==> config.mk <==
export PLATFORM = sky130hd
export DESIGN_NAME = gp_cmp_timer
export DESIGN_NICKNAME = d
export VERILOG_FILES = /design/src/rtl/gpt_pkg.sv /design/src/rtl/gpt_sync.sv /design/src/rtl/gpt_tick_gen.sv /design/src/rtl/gpt_counter.sv /design/src/rtl/gpt_capture.sv /design/src/rtl/gp_cmp_timer.sv
export SDC_FILE = /design/constraint.sdc
export NUM_CORES = 1
export LEC_CHECK = 0
export BUFFER_PORTS_ARGS = -buffer_cell sky130_fd_sc_hd__buf_2
export CORE_AREA = 3 3 92 94
export DETAILED_ROUTE_END_ITERATION = 10
export DIE_AREA = 0 0 95 97
export MAX_ROUTING_LAYER = met4
export PLACE_DENSITY = 0.83
export SYNTH_ARGS = -nofsm -noshare
export SYNTH_HDL_FRONTEND = slang
export SYNTH_SLANG_ARGS = --single-unit
==> constraint.sdc <==
create_clock -name clk -period 4.1 [get_ports clk]
set_input_delay 0.41 -clock clk [delete_from_list [all_inputs] [get_ports clk]]
set_output_delay 0.41 -clock clk [all_outputs]
set_load 0.05 [all_outputs]
==> src/rtl/gpt_pkg.sv <==
package gpt_pkg;

    localparam int CNT_W  = 16;
    localparam int PRE_W  = 8;
    localparam int ADDR_W = 3;
    localparam int SYNC_N = 2;

    // register addresses
    localparam logic [ADDR_W-1:0] A_CTRL = 3'd0;
    localparam logic [ADDR_W-1:0] A_CMP  = 3'd1;
    localparam logic [ADDR_W-1:0] A_CAP  = 3'd2;
    localparam logic [ADDR_W-1:0] A_CNT  = 3'd3;
    localparam logic [ADDR_W-1:0] A_DIV  = 3'd4;
    localparam logic [ADDR_W-1:0] A_STAT = 3'd5;

    // tick source codes
    localparam logic [2:0] SRC_OFF = 3'b000;
    localparam logic [2:0] SRC_SYS = 3'b001;
    localparam logic [2:0] SRC_DIV = 3'b010;
    localparam logic [2:0] SRC_EXT = 3'b011;

    typedef enum logic [1:0] {
        EDGE_NONE = 2'b00,
        EDGE_RISE = 2'b01,
        EDGE_FALL = 2'b10,
        EDGE_BOTH = 2'b11
    } edge_sel_e;

    typedef struct packed {
        logic [6:0] rsvd;
        logic       free_run;
        edge_sel_e  edge_sel;
        logic       om_toggle;
        logic       irq_en;
        logic [2:0] src;
        logic       run;
    } ctrl_t;

endpackage

==> src/rtl/gpt_sync.sv <==
module gpt_sync #(
    parameter int W      = 1,
    parameter int STAGES = 2
) (
    input  logic         clk,
    input  logic         rst_n,
    input  logic [W-1:0] d,
    output logic [W-1:0] q
);
    logic [W-1:0] stage_d [STAGES];
    logic [W-1:0] stage_q [STAGES];

    always_comb begin
        stage_d[0] = d;
        for (int i = 1; i < STAGES; i++) begin
            stage_d[i] = stage_q[i-1];
        end
    end

    generate
        for (genvar g = 0; g < STAGES; g++) begin : g_stage
            always_ff @(posedge clk or negedge rst_n) begin
                if (!rst_n) stage_q[g] <= '0;
                else        stage_q[g] <= stage_d[g];
            end
        end
    endgenerate

    assign q = stage_q[STAGES-1];
endmodule

==> src/rtl/gpt_tick_gen.sv <==
module gpt_tick_gen
    import gpt_pkg::*;
#(
    parameter int PW = PRE_W
) (
    input  logic          clk,
    input  logic          rst_n,
    input  logic          run,
    input  logic [2:0]    src,
    input  logic [PW-1:0] div,
    input  logic          ext_en_s,
    output logic          tick
);
    logic [PW-1:0] pre_d, pre_q;

    always_comb begin
        pre_d = '0;
        tick  = 1'b0;
        if (run) begin
            unique case (src)
                SRC_SYS: tick = 1'b1;
                SRC_DIV: begin
                    if (pre_q >= div) begin
                        tick  = 1'b1;
                        pre_d = '0;
                    end else begin
                        pre_d = pre_q + PW'(1);
                    end
                end
                SRC_EXT: tick = ext_en_s;
                default: tick = 1'b0;
            endcase
        end
    end

    always_ff @(posedge clk or negedge rst_n) begin
        if (!rst_n) pre_q <= '0;
        else        pre_q <= pre_d;
    end

    // prescaler restarts after every divided tick
    assert_prescale_wrap_R5: assert property (@(posedge clk) disable iff (!rst_n)
        (run && src == SRC_DIV && tick) |=> pre_q == '0);

    // disabled timer keeps the prescaler at zero
    assert_prescale_idle_R7: assert property (@(posedge clk) disable iff (!rst_n)
        !run |=> pre_q == '0);
endmodule

==> src/rtl/gpt_counter.sv <==
module gpt_counter #(
    parameter int W = 16
) (
    input  logic         clk,
    input  logic         rst_n,
    input  logic         run,
    input  logic         tick,
    input  logic         free_run,
    input  logic         om_toggle,
    input  logic [W-1:0] cmp_val,
    output logic [W-1:0] cnt,
    output logic         match_evt,
    output logic         cmp_out
);
    typedef struct packed {
        logic [W-1:0] cnt;
        logic         out;
    } cnt_st_t;

    cnt_st_t st_d, st_q;

    always_comb begin
        st_d      = st_q;
        match_evt = run && tick && (st_q.cnt == cmp_val);
        if (!run) begin
            st_d.cnt = '0;
        end else if (tick) begin
            if (match_evt && !free_run) st_d.cnt = '0;
            else                        st_d.cnt = st_q.cnt + W'(1);
        end
        if (run && tick) begin
            if (match_evt)       st_d.out = om_toggle ? ~st_q.out : 1'b0;
            else if (!om_toggle) st_d.out = 1'b1;
        end
    end

    always_ff @(posedge clk or negedge rst_n) begin
        if (!rst_n) st_q <= '{cnt: '0, out: 1'b1};
        else        st_q <= st_d;
    end

    assign cnt     = st_q.cnt;
    assign cmp_out = st_q.out;

    assert_restart_clear_R2: assert property (@(posedge clk) disable iff (!rst_n)
        (match_evt && !free_run) |=> cnt == '0);

    assert_free_step_R3: assert property (@(posedge clk) disable iff (!rst_n)
        (run && tick && free_run) |=> cnt == $past(cnt) + W'(1));

    assert_hold_no_tick_R4: assert property (@(posedge clk) disable iff (!rst_n)
        (run && !tick) |=> $stable(cnt));

    assert_zero_when_off_R7: assert property (@(posedge clk) disable iff (!rst_n)
        !run |=> cnt == '0);

    assert_toggle_R12: assert property (@(posedge clk) disable iff (!rst_n)
        (match_evt && om_toggle) |=> cmp_out != $past(cmp_out));
endmodule

==> src/rtl/gpt_capture.sv <==
module gpt_capture
    import gpt_pkg::*;
#(
    parameter int W      = CNT_W,
    parameter int STAGES = SYNC_N
) (
    input  logic         clk,
    input  logic         rst_n,
    input  logic         cap_pin,
    input  edge_sel_e    edge_sel,
    input  logic [W-1:0] cnt,
    output logic [W-1:0] cap_val,
    output logic         cap_evt
);
    typedef struct packed {
        logic         prev;
        logic [W-1:0] val;
    } cap_st_t;

    cap_st_t st_d, st_q;
    logic    pin_s;
    logic    rise, fall;

    gpt_sync #(.W(1), .STAGES(STAGES)) u_cap_sync (
        .clk  (clk),
        .rst_n(rst_n),
        .d    (cap_pin),
        .q    (pin_s)
    );

    always_comb begin
        st_d      = st_q;
        rise      = pin_s && !st_q.prev;
        fall      = !pin_s && st_q.prev;
        st_d.prev = pin_s;
        unique case (edge_sel)
            EDGE_RISE: cap_evt = rise;
            EDGE_FALL: cap_evt = fall;
            EDGE_BOTH: cap_evt = rise || fall;
            default:   cap_evt = 1'b0;
        endcase
        if (cap_evt) st_d.val = cnt;
    end

    always_ff @(posedge clk or negedge rst_n) begin
        if (!rst_n) st_q <= '0;
        else        st_q <= st_d;
    end

    assign cap_val = st_q.val;

    assert_capture_latch_R8: assert property (@(posedge clk) disable iff (!rst_n)
        cap_evt |=> cap_val == $past(cnt));

    assert_capture_hold_R8: assert property (@(posedge clk) disable iff (!rst_n)
        !cap_evt |=> $stable(cap_val));
endmodule

==> src/rtl/gp_cmp_timer.sv <==
module gp_cmp_timer
    import gpt_pkg::*;
#(
    parameter int CW = CNT_W,
    parameter int PW = PRE_W,
    parameter int AW = ADDR_W,
    parameter int SN = SYNC_N
) (
    input  logic          clk,
    input  logic          rst_n,
    input  logic [AW-1:0] bus_addr,
    input  logic          bus_we,
    input  logic [15:0]   bus_wdata,
    output logic [15:0]   bus_rdata,
    input  logic          cap_pin,
    input  logic          ext_en,
    output logic          cmp_pin,
    output logic          irq
);
    localparam logic [15:0] CTRL_MASK = 16'h01FF;

    typedef struct packed {
        ctrl_t         ctrl;
        logic [CW-1:0] cmp;
        logic [PW-1:0] div;
        logic          cmp_flag;
        logic          cap_flag;
    } reg_st_t;

    reg_st_t       rg_d, rg_q;
    logic          ext_s;
    logic          tick;
    logic [CW-1:0] cnt;
    logic [CW-1:0] cap_val;
    logic          match_evt;
    logic          cap_evt;

    gpt_sync #(.W(1), .STAGES(SN)) u_ext_sync (
        .clk  (clk),
        .rst_n(rst_n),
        .d    (ext_en),
        .q    (ext_s)
    );

    gpt_tick_gen #(.PW(PW)) u_tick (
        .clk     (clk),
        .rst_n   (rst_n),
        .run     (rg_q.ctrl.run),
        .src     (rg_q.ctrl.src),
        .div     (rg_q.div),
        .ext_en_s(ext_s),
        .tick    (tick)
    );

    gpt_counter #(.W(CW)) u_cnt (
        .clk      (clk),
        .rst_n    (rst_n),
        .run      (rg_q.ctrl.run),
        .tick     (tick),
        .free_run (rg_q.ctrl.free_run),
        .om_toggle(rg_q.ctrl.om_toggle),
        .cmp_val  (rg_q.cmp),
        .cnt      (cnt),
        .match_evt(match_evt),
        .cmp_out  (cmp_pin)
    );

    gpt_capture #(.W(CW), .STAGES(SN)) u_cap (
        .clk     (clk),
        .rst_n   (rst_n),
        .cap_pin (cap_pin),
        .edge_sel(rg_q.ctrl.edge_sel),
        .cnt     (cnt),
        .cap_val (cap_val),
        .cap_evt (cap_evt)
    );

    always_comb begin
        rg_d = rg_q;
        if (bus_we) begin
            unique case (bus_addr)
                A_CTRL: rg_d.ctrl = ctrl_t'(bus_wdata & CTRL_MASK);
                A_CMP:  rg_d.cmp  = bus_wdata[CW-1:0];
                A_DIV:  rg_d.div  = bus_wdata[PW-1:0];
                A_STAT: begin
                    if (bus_wdata[0]) rg_d.cmp_flag = 1'b0;
                    if (bus_wdata[1]) rg_d.cap_flag = 1'b0;
                end
                default: ;
            endcase
        end
        if (match_evt) rg_d.cmp_flag = 1'b1;
        if (cap_evt)   rg_d.cap_flag = 1'b1;
    end

    always_ff @(posedge clk or negedge rst_n) begin
        if (!rst_n) begin
            rg_q      <= '0;
            rg_q.cmp  <= '1;
        end else begin
            rg_q <= rg_d;
        end
    end

    always_comb begin
        unique case (bus_addr)
            A_CTRL:  bus_rdata = rg_q.ctrl;
            A_CMP:   bus_rdata = 16'(rg_q.cmp);
            A_CAP:   bus_rdata = 16'(cap_val);
            A_CNT:   bus_rdata = 16'(cnt);
            A_DIV:   bus_rdata = 16'(rg_q.div);
            A_STAT:  bus_rdata = {14'b0, rg_q.cap_flag, rg_q.cmp_flag};
            default: bus_rdata = '0;
        endcase
    end

    assign irq = rg_q.cmp_flag && rg_q.ctrl.irq_en;

    assert_ctrl_write_R1: assert property (@(posedge clk) disable iff (!rst_n)
        (bus_we && bus_addr == A_CTRL) |=>
            (rg_q.ctrl[8:0] == $past(bus_wdata[8:0]) && rg_q.ctrl[15:9] == '0));

    assert_flag_source_R9: assert property (@(posedge clk) disable iff (!rst_n)
        $rose(rg_q.cmp_flag) |-> $past(match_evt));

    assert_flag_wins_R9: assert property (@(posedge clk) disable iff (!rst_n)
        match_evt |=> rg_q.cmp_flag);

    assert_irq_follow_R10: assert property (@(posedge clk) disable iff (!rst_n)
        (match_evt && rg_q.ctrl.irq_en && !bus_we) |=> irq);
endmodule

# Yosys cells after proc, flatten, opt, wreduce, memory -nomap -nowiden
# Cells that the tools add are included.
# op_classes
addsub,2
magnitude_cmp,1
n_eq_ne,14
muxes,20
n_bitwise,1
reduce_logical,23
# ops
op,n
case mux 16 bit (6 select lines),1
two-way mux 16 bit,3
two-way mux 8 bit,3
"adder 16 x 1 -> 16 bit, second input constant",1
== test 16 bit,1
"== test 3 x 2 -> 1 bit, second input constant",4
nonzero test 2 bit,6
two-way mux 1 bit,9
"adder 8 x 1 -> 8 bit, second input constant",1
>= comparator 8 bit,1
AND reduction 2 bit,4
"== test 3 x 1 -> 1 bit, second input constant",2
"== test 3 bit, second input constant",2
logical AND 1 bit,6
case mux 1 bit (3 select lines),2
AND reduction 3 bit,2
"== test 2 bit, second input constant",2
two-way mux 2 bit,2
"inequality test 2 x 1 -> 1 bit, second input constant",2
logical NOT 1 bit,3
logical NOT 3 bit,1
"== test 2 x 1 -> 1 bit, second input constant",1
logical OR 1 bit,1
inverter 1 bit,1
# word_totals
regBits,81
in_bits,24
out_inout_bits,18

# Logic depth before layout (Yosys ltp)
# Gate-level depths: netlist (run 1).
# depth
depth_word,10
ltp_mapped,9
depth_no_buf,8

# By module
# Synthesis (run 1) repeated with hierarchy kept, for this count alone.
# unflattened
hier_cells,475
area_unflattened_um2,5116.2
# modules_own_cells
mod,instances,cells_each,area_each_um2,seq_area_each_um2
gp_cmp_timer,1,156,2026.9,895.9
gpt_capture,1,120,1188.6,425.4
gpt_counter,1,132,1186.1,426.7
gpt_tick_gen,1,63,614.3,200.2
gpt_sync,2,2,50.0,50.0

# Least setup slack after synthesis (run 1)
# Ideal clock, no wire load.
# synth_path
path_type,input-to-output
startpoint,input port bus_addr[0]
endpoint,output port bus_rdata[2]
t_arrival_ps,2313
path_slack_ps,1377
stages,5
path_buffers,2
cell_sequence,clkbuf_1 > nor2b_1 > clkbuf_1 > a22oi_1 > o21ai_0
# synth_between
elab_chain_cells,2
elab_cells_between_ends,7
classes_between,5 x eq/ne; 1 x mux; 1 x reduce/logical
# synth_rtl
element,line,rtl
start: declaration,gp_cmp_timer.sv:11,"input logic [AW-1:0] bus_addr,"
== test 3 bit (tied with other cells),gp_cmp_timer.sv:106,unique case (bus_addr)
case mux 16 bit (6 select lines) *,gp_cmp_timer.sv:106,
end: declaration,gp_cmp_timer.sv:14,"output logic [15:0] bus_rdata,"
# Mark *: on every way between the ends. The rest lies on a longest branch, timed or not.

# Final worst setup path (run 1)
# layout_path
startpoint,register u_tick.pre_q[2]
endpoint,"register u_cnt.st_q, in the netlist u_cnt.cnt[11]"
# layout_between
elab_chain_cells,10
elab_cells_between_ends,11
classes_between,1 x order compare; 1 x eq/ne; 6 x mux; 3 x reduce/logical
# layout_rtl
element,line,rtl
start: declaration,gpt_tick_gen.sv:14,"logic [PW-1:0] pre_d, pre_q;"
start signal: assignment,gpt_tick_gen.sv:38,else pre_q <= pre_d;
>= comparator 8 bit *,gpt_tick_gen.sv:23,if (pre_q >= div) begin
two-way mux 1 bit *,gpt_tick_gen.sv:23,
case mux 1 bit (3 select lines) *,gpt_tick_gen.sv:20,unique case (src)
two-way mux 1 bit *,gpt_tick_gen.sv:19,if (run) begin
logical AND 1 bit (2 in a row),gpt_counter.sv:24,match_evt = run && tick && (st_q.cnt == cmp_val);
logical AND 1 bit,gpt_counter.sv:28,if (match_evt && !free_run) st_d.cnt = '0;
two-way mux 16 bit,gpt_counter.sv:28,
two-way mux 16 bit,gpt_counter.sv:27,end else if (tick) begin
two-way mux 16 bit,gpt_counter.sv:25,if (!run) begin
end signal: assignment,gpt_counter.sv:38,"if (!rst_n) st_q <= '{cnt: '0, out: 1'b1};"
end signal: assignment,gpt_counter.sv:39,else st_q <= st_d;
end: declaration,gpt_counter.sv:20,"cnt_st_t st_d, st_q;"
# Mark *: on every way between the ends. The rest lies on a longest branch, timed or not. The select of a mux whose other input is x is not followed.
# A chain may end at the register's enable or synchronous reset.

==> results of run 1 <==
[layout by cell type (no fill, tap or decap), types with 13 or more instances in the layout]
cell | netlist | layout
sky130_fd_sc_hd__nand3_1 | 14 | 14
sky130_fd_sc_hd__dfrtp_1 | 64 | 64
sky130_fd_sc_hd__nand2_1 | 33 | 33
sky130_fd_sc_hd__mux2i_1 | 14 | 14
sky130_fd_sc_hd__buf_2 | 7 | 40
sky130_fd_sc_hd__mux2_2 | 50 | 50
sky130_fd_sc_hd__xor2_1 | 19 | 19
sky130_fd_sc_hd__dfstp_2 | 17 | 17
sky130_fd_sc_hd__nor2_1 | 43 | 43
sky130_fd_sc_hd__inv_1 | 16 | 16
sky130_fd_sc_hd__a21oi_1 | 13 | 13
[routing by layer]
metal	part of all wire (%)	vias to the layer above	GRT usage, %
li1	-	1589	-
met1	41	1684	32.0
met2	49	143	38.8
met3	7.0	28	5.75
met4	2.7	0	10.9
met5	0	-	-
[per-stage QoR]
step | worst slack, ns | cells | utilization, % | hold WS (ns)
finish | 1.48 | 564 | 64.4 | 0.136
global route | 1.28 | 564 | 64.4 | 0.135
CTS | 1.49 | 564 | 64.4 | 0.133
detailed placement | 1.52 | 548 | 61.6 | 0.336
global placement | 1.60 | 548 | 61.6 | 0.333
floorplan | 1.38 | 429 | - | 0.114
[power by group through the flow]
stage | sequential [W] | combinational [W] | clock (W)
after floorplan | 0.00101 | 0.000343 | 0
final | 0.00101 | 0.000478 | 0.000653
after global placement | 0.00101 | 0.000462 | 0
after detailed placement | 0.00102 | 0.000473 | 0
after CTS | 0.00101 | 0.000478 | 0.000654
after global routing | 0.00102 | 0.000518 | 0.000693
[sequential cells by signal (all words and copies together) (netlist names)]
signal and flops:
u_cap.u_cap_sync.stage_d 1, u_cap.cap_val 16, u_ext_sync.stage_d 1, u_tick.pre_q 8
u_cnt.cmp_out 1, u_ext_sync.q 1, u_cnt.cnt 16, u_cap.u_cap_sync.q 1
rg_q 35, u_cap.st_q 1
[worst min-delay path by stage]
stage / from / endpoint / slack, ns / depth (start not counted)
2_1_floorplan: rst_n / rg_q[0] / 0.11 / 0
3_3_place_gp: u_ext_sync.stage_d[0] / u_ext_sync.q / 0.33 / 0
3_5_place_dp: u_ext_sync.stage_d[0] / u_ext_sync.q / 0.34 / 0
4_1_cts: ext_en / u_ext_sync.stage_d[0] / 0.13 / 1
5_1_grt: ext_en / u_ext_sync.stage_d[0] / 0.14 / 1
6_report: ext_en / u_ext_sync.stage_d[0] / 0.14 / 1
[cell families (layout without fill, tap and decap cells)]
logic type,Yosys count,count (layout),share of synthesized area (%)
buffers and inverters,43,76,4.41
and+or+nand+nor,125,125,12.8
xor gates and xnor gates,22,22,4.24
muxes,66,66,16.5
DFF,81,81,45.1
AOI/OAI and AO/OA,80,80,13.7
adders and majority gates,12,12,3.31
[final cells by class]
class                           instances  area (sq um)  area share [%]
Multi-Input combinational cell        305          2290            46.1
Inverter                               16          60.1            1.21
Timing Repair Buffer                   44           230            4.62
Sequential cell                        81          2050            41.1
Clock inverter                          7          95.1            1.91
Tap cell                              102           128            2.56
Clock buffer                            9           124            2.49
[critical path: stages (launching register included)]
cell and delay, ns:
sky130_fd_sc_hd__dfrtp_1 0.45, sky130_fd_sc_hd__ha_1 0.30, sky130_fd_sc_hd__o21ai_0 0.14, sky130_fd_sc_hd__a2111oi_4 0.51
sky130_fd_sc_hd__o31a_2 0.47, sky130_fd_sc_hd__nand3_1 0.27, sky130_fd_sc_hd__o41ai_1 0.36
==> impl_summary.log, run 1 <==
INFO  metric first_global_vias = 3530
INFO  metric slew_violations = 0
INFO  metric dpl-instance-area = 0.00476 sq mm
INFO  metric dr.first_iter.drc_count = 405
INFO  metric postSynthRegisterBits = 81
INFO  metric synth_edf_count = 0
INFO  metric fp.coreArea = 0.00773 sq mm
INFO  metric drc_errors = 0
INFO  metric timing.critical_path.from = u_tick.pre_q[2]
INFO  metric fillers = between 500 and 600
INFO  metric seq_area_frac_synth = 45.1%
INFO  metric layout-area-overhead-vs-synth = 9.61%
INFO  metric pwr-share-comb = 22.4%
INFO  metric grt_max_degree = 82
INFO  metric clock_skew = 0.0103 ns
INFO  metric status = finished, final reports clean
INFO  metric yosysTopAreaCellShare = 35.3%
INFO  metric lkg_pwr = 2.30 nW
INFO  metric power.switching_fraction = 32.2%
INFO  metric clock_root_buffer = sky130_fd_sc_hd__clkbuf_8
INFO  metric cts_num_sinks = between 80 and 90
INFO  metric dieHeight = 97 um
INFO  metric reg2reg_depth = 6
INFO  metric ff2ff_setup_slack = approximately 1.5 ns
INFO  metric worst-setup-path-type = reg -> reg
INFO  metric timing.slew.headroom = about a third
INFO  metric floorplan.die.width = ~95 um
INFO  metric power.total = 0.00214 W
INFO  metric pwr_density_cell = 429 mW/mm^2
INFO  metric critical_path_at = 2.88 ns
INFO  metric tritoncts = done
INFO  metric number_of_antenna_violations_at_the_first_check_in_global_routing = 0
INFO  metric nNetsFinal = a little under 500
INFO  metric vdd.ir_drop.worst = 0.310 mV
INFO  metric worst_setup_path_start_kind = flip-flop
INFO  metric antenna-diode-count = 0
INFO  metric grt_usage = between 20% and 30%
INFO  metric netlist.top_cell.by_area = sky130_fd_sc_hd__dfrtp_1
INFO  metric p_int = 0.00145 W
INFO  metric dr_total_vias = 3444
INFO  metric post_route_cells_drive_above_1_share = 30.5%
INFO  metric number_of_i_o_port_buffers = 41
INFO  metric final-hold-violation-count = 0
INFO  metric design.die.area = 0.00922 sq mm
INFO  metric seqPwrFrac = 47.1%
INFO  metric power.clock.fraction = 30.5%
INFO  metric tritoncts.num_buffers = 9
INFO  metric syn_area_per_cell = around 11 sq um
INFO  metric yosysMostFrequentCell = sky130_fd_sc_hd__dfrtp_1
INFO  metric net_switching_power = between 0.0006 and 0.0007 W
INFO  metric post_drt_via_cell_ratio = 6.11
INFO  metric synthFlopType = sky130_fd_sc_hd__dfrtp_1
INFO  metric globalRouteOverflowTotal = 0
INFO  metric worst_skew_pair.late_latency = 0.37 ns
INFO  metric synthesis.instances = 429
INFO  metric number_of_h_tree_branching_levels = 3
INFO  metric period_minus_ws_final = roughly 2.6 ns
INFO  metric dp.final_hpwl = 7310 um
INFO  metric avgRoutedWirePerCell = approximately 19 um
INFO  metric routed_wirelength = 10600 um
INFO  metric async_flop_share = 100%
INFO  metric syn_area = 0.00454 sq mm
INFO  metric totalNegativeSetupSlack = 0 ns
INFO  metric maxCapViolCount = 0
INFO  metric drtPass1Iterations = 5
INFO  metric cp-endpoint = u_cnt.cnt[11]
INFO  metric cts_hold_repair.buffers = 0
INFO  metric synthesis.nets = approximately 470
INFO  metric antenna_violating_nets_post_route = 0
INFO  metric r2r_end = u_cnt.cnt[11]
INFO  metric worst_slew_pin_tran = 1.01 ns
INFO  metric cp-end-kind = flip-flop
INFO  metric final.period_utilization = 63.9%
INFO  metric setup_viol_count_final = 0
INFO  metric num_io_pins = 42
INFO  metric global_route_wire_length_before_repair = about 18000 um
INFO  metric timing.critical_path.required = 4.37 ns
INFO  metric layout.cell_area.non_filler = 0.00498 sq mm
INFO  metric yosys_warnings = 0
INFO  metric worst_r2r_startpoint = u_tick.pre_q[2]
INFO  metric grt_setup_unrepaired = false
INFO  metric cts_max_path_buffers = 2
INFO  metric min-delay-path-class = in -> reg
INFO  metric initial_utilization = 58.8%
INFO  metric globalplace.congestion = 0.862
INFO  metric synth.top_cells.by_area = sky130_fd_sc_hd__dfrtp_1 (35%), sky130_fd_sc_hd__mux2_2 (12%), sky130_fd_sc_hd__dfstp_2 (9.8%), sky130_fd_sc_hd__xor2_1 (3.7%), sky130_fd_sc_hd__nor2_1 (3.6%)
INFO  metric synth.cells.most_frequent = sky130_fd_sc_hd__dfrtp_1 (64), sky130_fd_sc_hd__mux2_2 (50), sky130_fd_sc_hd__nor2_1 (43)
INFO  metric cts.clk_slew.worst_paths = 0.09 ns
INFO  metric cts_repair_resize_count = 0
INFO  metric cts_post_setup_buffers_inserted = 0
INFO  metric max_freq = between 300 and 400 MHz
INFO  metric row_count = 32
INFO  metric crit_fanout = 16
INFO  metric post_synth_num_cell_types = 51
(Power assumes the default switching activity.)
==> run 2, diff against run 1 <==
- CORE_AREA: 3 3 92 94 -> 3 3 96 98
- DIE_AREA: 0 0 95 97 -> 0 0 99 101
- PLACE_DENSITY: 0.83 -> 0.8
- clock period: 4.1 -> 2.1 ns (I/O delays scaled with it)
==> impl_summary.log, run 2 (same netlist as run 1, synthesis figures left out) <==
INFO  metric antenna_violating_nets_post_route = 0
INFO  metric worst_slack = -0.110 ns
INFO  metric timing.hold.ws = 0.0770 ns
INFO  metric largest_register_ffs = 35
INFO  metric routed_wirelength = roughly 12000 um
INFO  metric drtPass1Iterations = 6
INFO  metric post_drt_via_cell_ratio = 6.07
INFO  metric layout.core_utilization = 65.2%
INFO  metric first_global_vias = 3862
INFO  metric groute.layer.met3.usage = about 5.2%
INFO  metric power.clock.fraction = about a quarter
INFO  metric grt_max_degree = 43
INFO  metric slew_violations = 0
INFO  metric layout.cell_area.non_filler = 0.00558 sq mm
INFO  metric min-delay-path-class = in -> reg
INFO  metric max_freq = 453 MHz
INFO  metric violated_checks = negative setup slack
INFO  metric setup_viol_count_final = 16
INFO  metric max_flop_register = rg_q
INFO  metric vdd.ir_drop.worst = roughly 0.49 mV
INFO  metric worst_setup_path_start_kind = flip-flop
INFO  metric post_route_cells_drive_above_1_share = 40.7%
INFO  metric number_of_i_o_port_buffers = 41
INFO  metric final.period_utilization = 105%
INFO  metric floorplan.die.width = 99 um
INFO  metric globalRouteOverflowTotal = 0
INFO  metric pwr-share-comb = 27.5%
INFO  metric mostFrequentLayoutCell = sky130_fd_sc_hd__dfrtp_1
INFO  metric number_of_h_tree_branching_levels = 3
INFO  metric tritoncts = done
INFO  metric most-common-layout-cells = sky130_fd_sc_hd__dfrtp_1 (64), sky130_fd_sc_hd__mux2_2 (50), sky130_fd_sc_hd__buf_4 (49)
INFO  metric cts_num_sinks = 81
INFO  metric layout-area-overhead-vs-synth = 22.8%
INFO  metric dp.final_hpwl = 8290 um
INFO  metric timing.slew.headroom = 56.8%
INFO  metric row_count = 34
INFO  metric p_int = 0.00275 W
INFO  metric status = finished, violations left
INFO  metric dr_total_vias = 3797
INFO  metric maxCapViolCount = 0
INFO  metric globalplace.congestion = a little over 0.9
INFO  metric worst_slew_pin_tran = ~0.65 ns
INFO  metric dr.first_iter.drc_count = 386
INFO  metric design.die.area = 0.0100 sq mm
INFO  metric worst-setup-path-type = reg -> reg
INFO  metric drc_errors = 0
INFO  metric dieHeight = 101 um
INFO  metric nNetsFinal = 549
INFO  metric seqPwrFrac = 47.1%
INFO  metric grt_setup_unrepaired = true
INFO  metric period_minus_ws_final = 2.21 ns
INFO  metric power.switching_fraction = about a third
INFO  metric dpl-instance-area = around 0.005 sq mm
INFO  metric gr-max-usage-layer = met2
INFO  metric num_io_pins = 42
INFO  metric initial_utilization = 53.1%
INFO  metric timing.critical_path.required = approximately 2.3 ns
INFO  metric power.total = roughly 0.0042 W
INFO  metric avgRoutedWirePerCell = slightly below 20 um
INFO  metric grt.met2_usage = between 30 and 40%
INFO  metric cp-end-kind = flip-flop
INFO  metric global_route_wire_length_before_repair = 19600 um
INFO  metric fp.coreArea = 0.00855 sq mm
INFO  metric worst_skew_pair.late_latency = 0.36 ns
INFO  metric cts.clk_slew.worst_paths = about 0.090 ns
INFO  metric grt_usage = 25.6%
INFO  metric crit_fanout = 5
INFO  metric pwr_density_cell = 749 mW/mm^2
INFO  metric clock_root_buffer = sky130_fd_sc_hd__clkbuf_8
INFO  metric tritoncts.num_buffers = 9
INFO  metric net_switching_power = 0.00142 W
INFO  metric antenna-diode-count = 0
INFO  metric critical_path_at = 2.45 ns
INFO  metric clock_skew = 0.00914 ns
INFO  metric totalNegativeSetupSlack = -0.842 ns
INFO  metric cts_max_path_buffers = 2
INFO  metric lkg_pwr = 2.62 nW
INFO  metric number_of_antenna_violations_at_the_first_check_in_global_routing = 0
INFO  metric final-hold-violation-count = 0
INFO  metric grt_use_met1 = 32.9%
## run 2: cell types whose count changed in the layout (fill, tap and decap cells not counted), moves of 3 or more
cell                            delta
sky130_fd_sc_hd__a2bb2oi_1         -4
sky130_fd_sc_hd__a2bb2oi_2         +4
sky130_fd_sc_hd__buf_4            +45
sky130_fd_sc_hd__dlygate4sd3_1     +3
sky130_fd_sc_hd__nand2_1           -3
sky130_fd_sc_hd__o21ai_0           -3
sky130_fd_sc_hd__o21ai_1           +3
## run 2: final cells by class
cell class / instances / area [sq um]
Sequential cell: 81 / 2050
Clock buffer: 12 / 145
Tap cell: 108 / 135
Timing Repair Buffer: 99 / 717
Inverter: 16 / 60.1
Multi-Input combinational cell: 306 / 2440
Clock inverter: 4 / 28.8
Fill cell: 593 / 2970
## run 2: through the flow
stage | std cells | setup slack, ns
after floorplan | 429 | 0.000607
after global placement | 600 | -0.0249
after detailed placement | 600 | -0.114
after CTS | 624 | -0.0920
after global routing | 626 | -0.192
final | 626 | -0.110
## run 2: repair_timing
| item | CTS | global route |
|---|---|---|
| setup buffers | 2 | 1 |
| endpoints found under the setup margin | 18 | 18 |
| gates cloned | 3 | 1 |
| pin swaps | 8 | 8 |
| endpoints found under the hold margin | 36 | 0 |
| resized for setup | 12 | 15 |
| hold buffers | 3 | 0 |
## run 2: power by group through the flow
| stage | Sequential, W | Combinational (W) | Clock, W |
|---|---|---|---|
| 6_report | 0.00197 | 0.00115 | 0.00106 |
| 5_1_grt | 0.00198 | 0.00123 | 0.00112 |
| 4_1_cts | 0.00195 | 0.00111 | 0.00106 |
| 3_5_place_dp | 0.00198 | 0.00103 | 0 |
| 3_3_place_gp | 0.00197 | 0.00101 | 0 |
| 2_1_floorplan | 0.00197 | 0.000687 | 0 |
## run 2: final timing paths
check / from / to / slack (ns) / depth (start not counted)
max reg2reg: u_tick.pre_q[0] / u_cnt.cnt[1] / -0.11 / 8
max in group asynchronous: rst_n / rg_q[10] / 1.00 / 3
min in group asynchronous: rst_n / u_tick.pre_q[7] / 0.41 / 2
min reg2reg: u_cap.u_cap_sync.stage_d[0] / u_cap.u_cap_sync.q / 0.36 / 0
min: bus_wdata[14] / rg_q[24] / 0.08 / 2
max: u_tick.pre_q[0] / u_cnt.cnt[1] / -0.11 / 8
## run 2: routing by layer
metal / up-vias / routed length (um)
li1: 1710 / -
met1: 1895 / 5230
met2: 159 / 6060
met3: 33 / 760
met4: 0 / 315
met5: - / 0
## run 2: worst max-delay path: stages, from the launching register on
cell	delay, ns
sky130_fd_sc_hd__dfrtp_1	0.38
sky130_fd_sc_hd__inv_1	0.06
sky130_fd_sc_hd__ha_1	0.27
sky130_fd_sc_hd__nand2b_4	0.15
sky130_fd_sc_hd__a2111oi_4	0.38
sky130_fd_sc_hd__a2111oi_4	0.08
sky130_fd_sc_hd__o31a_4	0.36
sky130_fd_sc_hd__and3_4	0.21
sky130_fd_sc_hd__a32o_1	0.21
